### src/rtl/adc_disp_pkg.sv
package adc_disp_pkg;

    typedef enum logic [0:0] {
        ST_IDLE  = 1'b0,
        ST_ISSUE = 1'b1
    } disp_state_e;

    // Field placement inside a trigger entry write
    localparam int ENT_EN_BIT  = 0;
    localparam int ENT_SEL_LSB = 4;

endpackage

### src/rtl/trig_edge_sync.sv
module trig_edge_sync #(
    parameter int N = 16
) (
    input  logic         clk,
    input  logic         rst_n,
    input  logic [N-1:0] trig_in,
    output logic [N-1:0] rise
);
    logic [N-1:0] meta_q, sync_q, prev_q;

    always_ff @(posedge clk or negedge rst_n) begin
        if (!rst_n) begin
            meta_q <= '0;
            sync_q <= '0;
            prev_q <= '0;
        end else begin
            meta_q <= trig_in;
            sync_q <= meta_q;
            prev_q <= sync_q;
        end
    end

    assign rise = sync_q & ~prev_q;
endmodule

### src/rtl/trig_cfg_regs.sv
module trig_cfg_regs
    import adc_disp_pkg::*;
#(
    parameter int NUM_SRC = 16,
    parameter int NUM_CMD = 15,
    parameter int SEL_W   = 4,
    parameter int DATA_W  = 32,
    parameter int ADDR_W  = 6
) (
    input  logic                          clk,
    input  logic                          rst_n,
    input  logic                          wr_en,
    input  logic [ADDR_W-1:0]             wr_addr,
    input  logic [DATA_W-1:0]             wr_data,
    input  logic [SEL_W-1:0]              rd_sel,
    output logic [NUM_SRC-1:0]            hw_en,
    output logic [NUM_SRC-1:0][SEL_W-1:0] sel,
    output logic [NUM_SRC-1:0]            sw_req,
    output logic [DATA_W-1:0]             rd_lo,
    output logic [DATA_W-1:0]             rd_hi
);
    localparam int CMD_BASE = NUM_SRC;
    localparam logic [ADDR_W-1:0] SW_ADDR = ADDR_W'(NUM_SRC + 2 * NUM_CMD);

    logic [DATA_W-1:0] lo_q [NUM_CMD];
    logic [DATA_W-1:0] hi_q [NUM_CMD];

    // Trigger entries
    always_ff @(posedge clk or negedge rst_n) begin
        if (!rst_n) begin
            hw_en <= '0;
            sel   <= '0;
        end else if (wr_en) begin
            for (int i = 0; i < NUM_SRC; i++) begin
                if (wr_addr == ADDR_W'(i)) begin
                    hw_en[i] <= wr_data[ENT_EN_BIT];
                    sel[i]   <= wr_data[ENT_SEL_LSB +: SEL_W];
                end
            end
        end
    end

    // Command descriptor table, one pair of words per command
    generate
        for (genvar k = 0; k < NUM_CMD; k++) begin : g_cmd
            always_ff @(posedge clk or negedge rst_n) begin
                if (!rst_n) begin
                    lo_q[k] <= '0;
                    hi_q[k] <= '0;
                end else if (wr_en) begin
                    if (wr_addr == ADDR_W'(CMD_BASE + 2 * k))
                        lo_q[k] <= wr_data;
                    if (wr_addr == ADDR_W'(CMD_BASE + 2 * k + 1))
                        hi_q[k] <= wr_data;
                end
            end
        end
    endgenerate

    // Software requests exist only in the write cycle
    assign sw_req = (wr_en && wr_addr == SW_ADDR) ? wr_data[NUM_SRC-1:0] : '0;

    always_comb begin
        rd_lo = '0;
        rd_hi = '0;
        for (int k = 0; k < NUM_CMD; k++) begin
            if (rd_sel == SEL_W'(k + 1)) begin
                rd_lo = lo_q[k];
                rd_hi = hi_q[k];
            end
        end
    end
endmodule

### src/rtl/pick_lowest.sv
module pick_lowest #(
    parameter int N  = 16,
    parameter int IW = 4
) (
    input  logic [N-1:0]  req,
    output logic          any,
    output logic [IW-1:0] idx
);
    always_comb begin
        idx = '0;
        for (int i = N - 1; i >= 0; i--) begin
            if (req[i]) idx = IW'(i);
        end
    end

    assign any = |req;
endmodule

### src/rtl/adc_trig_dispatch.sv
module adc_trig_dispatch
    import adc_disp_pkg::*;
#(
    parameter  int NUM_SRC = 16,
    parameter  int NUM_CMD = 15,
    parameter  int DATA_W  = 32,
    localparam int SEL_W   = $clog2(NUM_CMD + 1),
    localparam int SRC_W   = $clog2(NUM_SRC),
    localparam int ADDR_W  = $clog2(NUM_SRC + 2 * NUM_CMD + 1)
) (
    input  logic               clk,
    input  logic               rst_n,
    input  logic               wr_en,
    input  logic [ADDR_W-1:0]  wr_addr,
    input  logic [DATA_W-1:0]  wr_data,
    input  logic [NUM_SRC-1:0] trig_in,
    output logic               conv_valid,
    input  logic               conv_ready,
    output logic [SRC_W-1:0]   conv_src,
    output logic [SEL_W-1:0]   conv_cmd,
    output logic [DATA_W-1:0]  conv_desc_lo,
    output logic [DATA_W-1:0]  conv_desc_hi
);
    logic [NUM_SRC-1:0]            hw_rise, hw_en, sw_req;
    logic [NUM_SRC-1:0][SEL_W-1:0] sel;
    logic [NUM_SRC-1:0]            pend_q, pend_set, pend_clr;
    logic                          any_pend, grant;
    logic [SRC_W-1:0]              win_idx;
    logic [SEL_W-1:0]              win_sel;
    logic [DATA_W-1:0]             tbl_lo, tbl_hi;
    disp_state_e                   state_q, state_d;

    trig_edge_sync #(.N(NUM_SRC)) u_sync (
        .clk     (clk),
        .rst_n   (rst_n),
        .trig_in (trig_in),
        .rise    (hw_rise)
    );

    trig_cfg_regs #(
        .NUM_SRC (NUM_SRC),
        .NUM_CMD (NUM_CMD),
        .SEL_W   (SEL_W),
        .DATA_W  (DATA_W),
        .ADDR_W  (ADDR_W)
    ) u_cfg (
        .clk     (clk),
        .rst_n   (rst_n),
        .wr_en   (wr_en),
        .wr_addr (wr_addr),
        .wr_data (wr_data),
        .rd_sel  (win_sel),
        .hw_en   (hw_en),
        .sel     (sel),
        .sw_req  (sw_req),
        .rd_lo   (tbl_lo),
        .rd_hi   (tbl_hi)
    );

    pick_lowest #(.N(NUM_SRC), .IW(SRC_W)) u_pick (
        .req (pend_q),
        .any (any_pend),
        .idx (win_idx)
    );

    always_comb begin
        win_sel = '0;
        for (int i = 0; i < NUM_SRC; i++) begin
            if (win_idx == SRC_W'(i)) win_sel = sel[i];
        end
    end

    // Pending requests: a new request outranks the clear of a grant
    assign pend_set = (hw_rise & hw_en) | sw_req;

    always_ff @(posedge clk or negedge rst_n) begin
        if (!rst_n) pend_q <= '0;
        else        pend_q <= (pend_q & ~pend_clr) | pend_set;
    end

    // State register
    always_ff @(posedge clk or negedge rst_n) begin
        if (!rst_n) state_q <= ST_IDLE;
        else        state_q <= state_d;
    end

    // Next state and transition controls
    always_comb begin
        state_d  = state_q;
        pend_clr = '0;
        grant    = 1'b0;
        unique case (state_q)
            ST_IDLE: begin
                if (any_pend) begin
                    pend_clr[win_idx] = 1'b1;
                    if (win_sel != '0) begin
                        grant   = 1'b1;
                        state_d = ST_ISSUE;
                    end
                end
            end
            ST_ISSUE: begin
                if (conv_ready) state_d = ST_IDLE;
            end
        endcase
    end

    // Outputs: captured at grant, held through ST_ISSUE
    always_ff @(posedge clk or negedge rst_n) begin
        if (!rst_n) begin
            conv_src     <= '0;
            conv_cmd     <= '0;
            conv_desc_lo <= '0;
            conv_desc_hi <= '0;
        end else if (grant) begin
            conv_src     <= win_idx;
            conv_cmd     <= win_sel;
            conv_desc_lo <= tbl_lo;
            conv_desc_hi <= tbl_hi;
        end
    end

    assign conv_valid = (state_q == ST_ISSUE);
endmodule

### config.mk
export PLATFORM = sky130hd
export DESIGN_NAME = adc_trig_dispatch
export DESIGN_NICKNAME = d
export VERILOG_FILES = /design/src/rtl/adc_disp_pkg.sv /design/src/rtl/trig_edge_sync.sv /design/src/rtl/trig_cfg_regs.sv /design/src/rtl/pick_lowest.sv /design/src/rtl/adc_trig_dispatch.sv
export SDC_FILE = /design/constraint.sdc
export NUM_CORES = 2
export LEC_CHECK = 0
export BUFFER_PORTS_ARGS = -buffer_cell sky130_fd_sc_hd__buf_2
export CAP_MARGIN = 15
export CORE_UTILIZATION = 41
export DETAILED_ROUTE_END_ITERATION = 10
export GPL_TIMING_DRIVEN = 0
export PLACE_DENSITY_LB_ADDON = 0.3
export SLEW_MARGIN = 20
export SYNTH_ARGS = -nofsm -noshare
export SYNTH_HDL_FRONTEND = slang
export SYNTH_SLANG_ARGS = --single-unit
### constraint.sdc
create_clock -name clk -period 4.5 [get_ports clk]
set_input_delay 1.125 -clock clk [delete_from_list [all_inputs] [get_ports clk]]
set_output_delay 1.125 -clock clk [all_outputs]
set_load 0.01 [all_outputs]
==> results.md <==
| Result | Reported | Unit |
| --- | --- | --- |
| Final-report hold violation count | 0 | - |
| Clock insertion delay at the later pin of the skew report | 0.78 | ns |
| Source of the critical timing path | pend_q[3] | - |
| Setup violation total in the final timing report | 4 | - |
| RSZ-0062 raised after global routing | true | - |
| End of the worst register-to-register path | conv_desc_lo[18] | - |
| Inserted Clock Buffers | 130 | - |
| Library cell occupying the most area in the post-synthesis netlist | sky130_fd_sc_hd__dfrtp_1 | - |
| Ports | 131 | - |
| Synthesized area per cell | 12.6 | um2 |
| Layout Utilization | 0.482 | - |
| CP most frequent cell | sky130_fd_sc_hd__buf_4 | - |
| Post-synthesis async set-or-reset flop share | 1.00 | - |
| Levels on crit path | 15 | - |
| Clock Root Buffer | sky130_fd_sc_hd__clkbuf_16 | - |
| Total Routed Length | 223 | mm |
| Global-route wire length before repair | 307 | mm |
| Path type of the worst setup path | reg2reg | - |
| Count of antenna-violating nets left after detailed routing | 0 | - |
| Count of clock tree sinks | 1177 | - |
| Vias per Instance | 6.51 | - |
| Yosys warnings | 0 | - |
| Post-Place Setup Slack | -1.53 | ns |
| Area overhead of the layout relative to synthesis | 16.7 | % |
| Grt peak-use layer | met2 | - |
| Worst endpoint data arrival time | 5.22 | ns |
| Worst setup path endpoint | conv_desc_lo[18] | - |
| Global-route total usage across every layer | 0.338 | - |
| Maximum fanout along the worst path | 10 | - |
| Final max-slew violation count | 0 | - |
| Layout cells sized above 1 | 0.398 | - |
| Die Wd | 360 | um |
| Status | finished, violations left | - |
| Cts hold-fix bufs | 0 | - |
| Routed length per placed instance | 35.6 | um |
| Cell-by-cell listing of the critical path | or4_4, nor4_4, buf_4, a31oi_1, nor4_1, a41o_1, nor3_4, buf_4, a2111o_2, nor3_4, buf_4, clkbuf_2, a21oi_1, o22ai_1, o21bai_1 | - |
| Flop2flop setup slack | -0.03 | ns |
| Cell depth of the worst flop-to-flop path | 15 | - |
| Transition time at the pin with the least slew margin | 1.26 | ns |
| Detailed Route Iter0 Violations | 5510 | - |
| Routability-driven placement congestion ratio | 1.01 | - |
| Buffer levels on the longest clock path | 3 | - |
| Maximum frequency from static timing analysis | 221 | MHz |
| Level count of the clock H-tree | 4 | - |
| Syn Inst Count | 4170 | - |
| Post-detail-place hpwl | 149 | mm |
| Synth top area share | 0.559 | - |
| Met3 routing resource usage after global routing | 0.125 | - |
| Worst reg2reg path startpoint | pend_q[3] | - |
| Netlist area before placement | 0.0527 | mm2 |
| Total of max-cap violations | 0 | - |
| Syn nets | 4228 | - |
| Kind of start point of the critical path | flip-flop | - |
| Failing checks | DRC, setup timing | - |
| Clock skew | 0.0264 | ns |
| Top_reg_cell synth | sky130_fd_sc_hd__dfrtp_1 | - |
| Final Critical Period | 4.53 | ns |
| Number of antenna violations at the first check in global routing | 27 | - |
| Total number of vias | 40700 | - |
| Count of filler cells inserted in the layout | 11400 | - |
| Number of enable flip-flop cells after synthesis | 0 | - |
| Synth Register Bits | 1177 | - |
| Critical path required time | 5.19 | ns |
| Endpoint class of the critical path | flip-flop | - |
| Buffer and inverter count on the worst path | 4 | - |
| Min-delay worst type | in2async | - |
| Cells taking the most area after synthesis | sky130_fd_sc_hd__dfrtp_1 (56%), sky130_fd_sc_hd__mux2_2 (24%), sky130_fd_sc_hd__nand2_1 (2.7%) | - |
| Final layout net count | 4552 | - |
| Clk pin slew, worst setup/hold paths | 0.06 | ns |
| Pin count of the biggest net entering global routing | 135 | - |
| Cell at the slowest stage of the critical path | sky130_fd_sc_hd__or4_4 | - |
| Setup tns final | -0.0709 | ns |
| Share of synthesized area occupied by flip-flops and latches | 0.559 | - |
| Drt pass-1 iters | 11 | - |
| Core region area | 0.128 | mm2 |
| Share of the cycle needed by the critical path after routing | 1.01 | - |
| Number of global-route vias before repair | 39700 | - |
| Met2 Resource Use GR | 0.486 | - |
| Final Worst Setup Slack | -0.0335 | ns |
| Height of the die | 360 | um |
| CTS tree | yes | - |
| Drc violations | 4 | - |
| Number of different library cells in the post-synthesis netlist | 90 | - |
| Die Area | 0.130 | mm2 |
| Initial core utilization | 0.413 | - |
| Std-Cell Rows | 131 | - |
| Critical path's largest stage delay | 0.67 | ns |
| Leftover overflow at the end of global routing | 0 | - |
| Family with the most delay on the worst path | simple AND/OR/NAND/NOR gates | - |
| Global Route met1 Usage | 0.427 | - |
| Number of port buffers | 109 | - |
| Rel. slew slack | 0.161 | - |
through the flow:
stage / hold slack, ns / cell area [um2] / std cells
final: 0.248 / 61500 / 6252
after global routing: 0.256 / 61500 / 6241
after CTS: 0.232 / 61100 / 6217
after detailed placement: 0.335 / 55800 / 5960
after global placement: 0.333 / 55300 / 5941
after floorplan: 0.331 / 52700 / 4170
routing by layer:
metal / share of wire / vias to the layer above
met4: 0.075 / 10
li1: - / 16100
met3: 0.13 / 798
met2: 0.42 / 2783
met5: 0.00029 / -
met1: 0.38 / 21000
worst min-delay path by stage:
stage                     slack, ns  cells past startpoint           endpoint
after floorplan                0.33                      0   u_sync.sync_q[0]
after global placement         0.33                      0   u_sync.sync_q[8]
after detailed placement       0.33                      0  u_sync.sync_q[15]
after CTS                      0.23                      1     u_cfg.hi_q[65]
after global routing           0.26                      1      u_cfg.hi_q[1]
final                          0.25                      1    u_cfg.hi_q[289]
cell usage after synthesis, types with 8 or more instances:
library cell / number
sky130_fd_sc_hd__a22oi_1: 82
sky130_fd_sc_hd__a221oi_2: 19
sky130_fd_sc_hd__o21bai_1: 11
sky130_fd_sc_hd__o211ai_1: 21
sky130_fd_sc_hd__a221oi_1: 29
sky130_fd_sc_hd__a22o_1: 21
sky130_fd_sc_hd__nand4_1: 9
sky130_fd_sc_hd__nor2_1: 129
sky130_fd_sc_hd__o21a_1: 10
sky130_fd_sc_hd__buf_1: 73
sky130_fd_sc_hd__a222oi_1: 43
sky130_fd_sc_hd__nand2_1: 373
sky130_fd_sc_hd__buf_4: 10
sky130_fd_sc_hd__nand2b_1: 15
sky130_fd_sc_hd__o22ai_1: 85
sky130_fd_sc_hd__nor3_1: 30
sky130_fd_sc_hd__nor4_1: 14
sky130_fd_sc_hd__or4_1: 11
sky130_fd_sc_hd__a21oi_1: 91
sky130_fd_sc_hd__mux2i_1: 22
sky130_fd_sc_hd__o31ai_1: 19
sky130_fd_sc_hd__o32ai_1: 10
sky130_fd_sc_hd__dfrtp_1: 1177
sky130_fd_sc_hd__and4_1: 9
sky130_fd_sc_hd__mux2_2: 1102
sky130_fd_sc_hd__a32oi_1: 8
sky130_fd_sc_hd__clkbuf_1: 206
sky130_fd_sc_hd__and3_1: 15
sky130_fd_sc_hd__nand3_1: 56
sky130_fd_sc_hd__a221o_1: 15
sky130_fd_sc_hd__or3_1: 8
sky130_fd_sc_hd__a31oi_1: 60
sky130_fd_sc_hd__buf_2: 86
sky130_fd_sc_hd__o21ai_0: 112
sky130_fd_sc_hd__a211oi_1: 33
sky130_fd_sc_hd__o221ai_1: 48
sky130_fd_sc_hd__inv_1: 9
area by class of cell:
| class | instances | area [um2] | share of cell area |
|---|---|---|---|
| Sequential cell | 1177 | 29500 | 0.479 |
| Timing Repair Buffer | 194 | 1530 | 0.0249 |
| Tap cell | 1662 | 2080 | 0.0338 |
| Inverter | 9 | 33.8 | 0.000549 |
| Multi-Input combinational cell | 2605 | 22200 | 0.360 |
| Clock inverter | 20 | 251 | 0.00409 |
| Clock buffer | 195 | 3850 | 0.0627 |
| Antenna cell | 13 | 32.5 | 0.000529 |
| Buffer | 377 | 2090 | 0.0341 |
worst reg2reg max path: cells and delay by family (launching register included):
| family | cells | cell delay (ns) |
|---|---|---|
| buf+inv | 4 | 1.08 |
| flops | 1 | 0.46 |
| simple gates | 5 | 1.60 |
| compound gates | 6 | 1.33 |
cells in the final DEF, fill, tap and decap left out, types with 32 or more instances in the layout:
cell,n
sky130_fd_sc_hd__nand3_1,54
sky130_fd_sc_hd__o221ai_1,47
sky130_fd_sc_hd__mux2_2,1102
sky130_fd_sc_hd__buf_1,51
sky130_fd_sc_hd__a31oi_1,58
sky130_fd_sc_hd__o21ai_0,109
sky130_fd_sc_hd__a22oi_1,82
sky130_fd_sc_hd__buf_2,146
sky130_fd_sc_hd__a21oi_1,89
sky130_fd_sc_hd__nand2_1,366
sky130_fd_sc_hd__nor2_1,113
sky130_fd_sc_hd__clkbuf_2,57
sky130_fd_sc_hd__buf_6,32
sky130_fd_sc_hd__o22ai_1,85
sky130_fd_sc_hd__buf_4,106
sky130_fd_sc_hd__a222oi_1,43
sky130_fd_sc_hd__clkbuf_1,155
sky130_fd_sc_hd__dfrtp_1,1177
sky130_fd_sc_hd__clkbuf_4,33
sky130_fd_sc_hd__clkbuf_16,134
registers in the layout, summed over array words and instances, names as in the netlist:
signal,count
u_cfg.hi_q,480
u_cfg.lo_q,480
u_cfg.sel,64
conv_desc_hi,32
conv_desc_lo,32
pend_q,16
u_cfg.hw_en,16
u_sync.meta_q,16
u_sync.prev_q,16
u_sync.sync_q,16
conv_cmd,4
conv_src,4
conv_valid,1
repair_timing:
item	in CTS	in global routing
resized for setup	242	86
buffers inserted	44	22
pin swaps	28	16
endpoints found under the setup margin	73	65
cell families (layout without fill, tap and decap cells):
kind of cell           after synthesis  after routing  share of synthesized area
muxes                             1124           1124                      0.240
AOI/OAI and AO/OA                  770            770                      0.108
and+or+nand+nor                    711            711                     0.0623
other                                0             13                          0
DFF                               1177           1177                      0.559
buffers and inverters              388            795                     0.0308
Power is left out: the tool's default activity adds up to more than one toggle a clock period on the data nets, which glitch-free logic cannot reach.
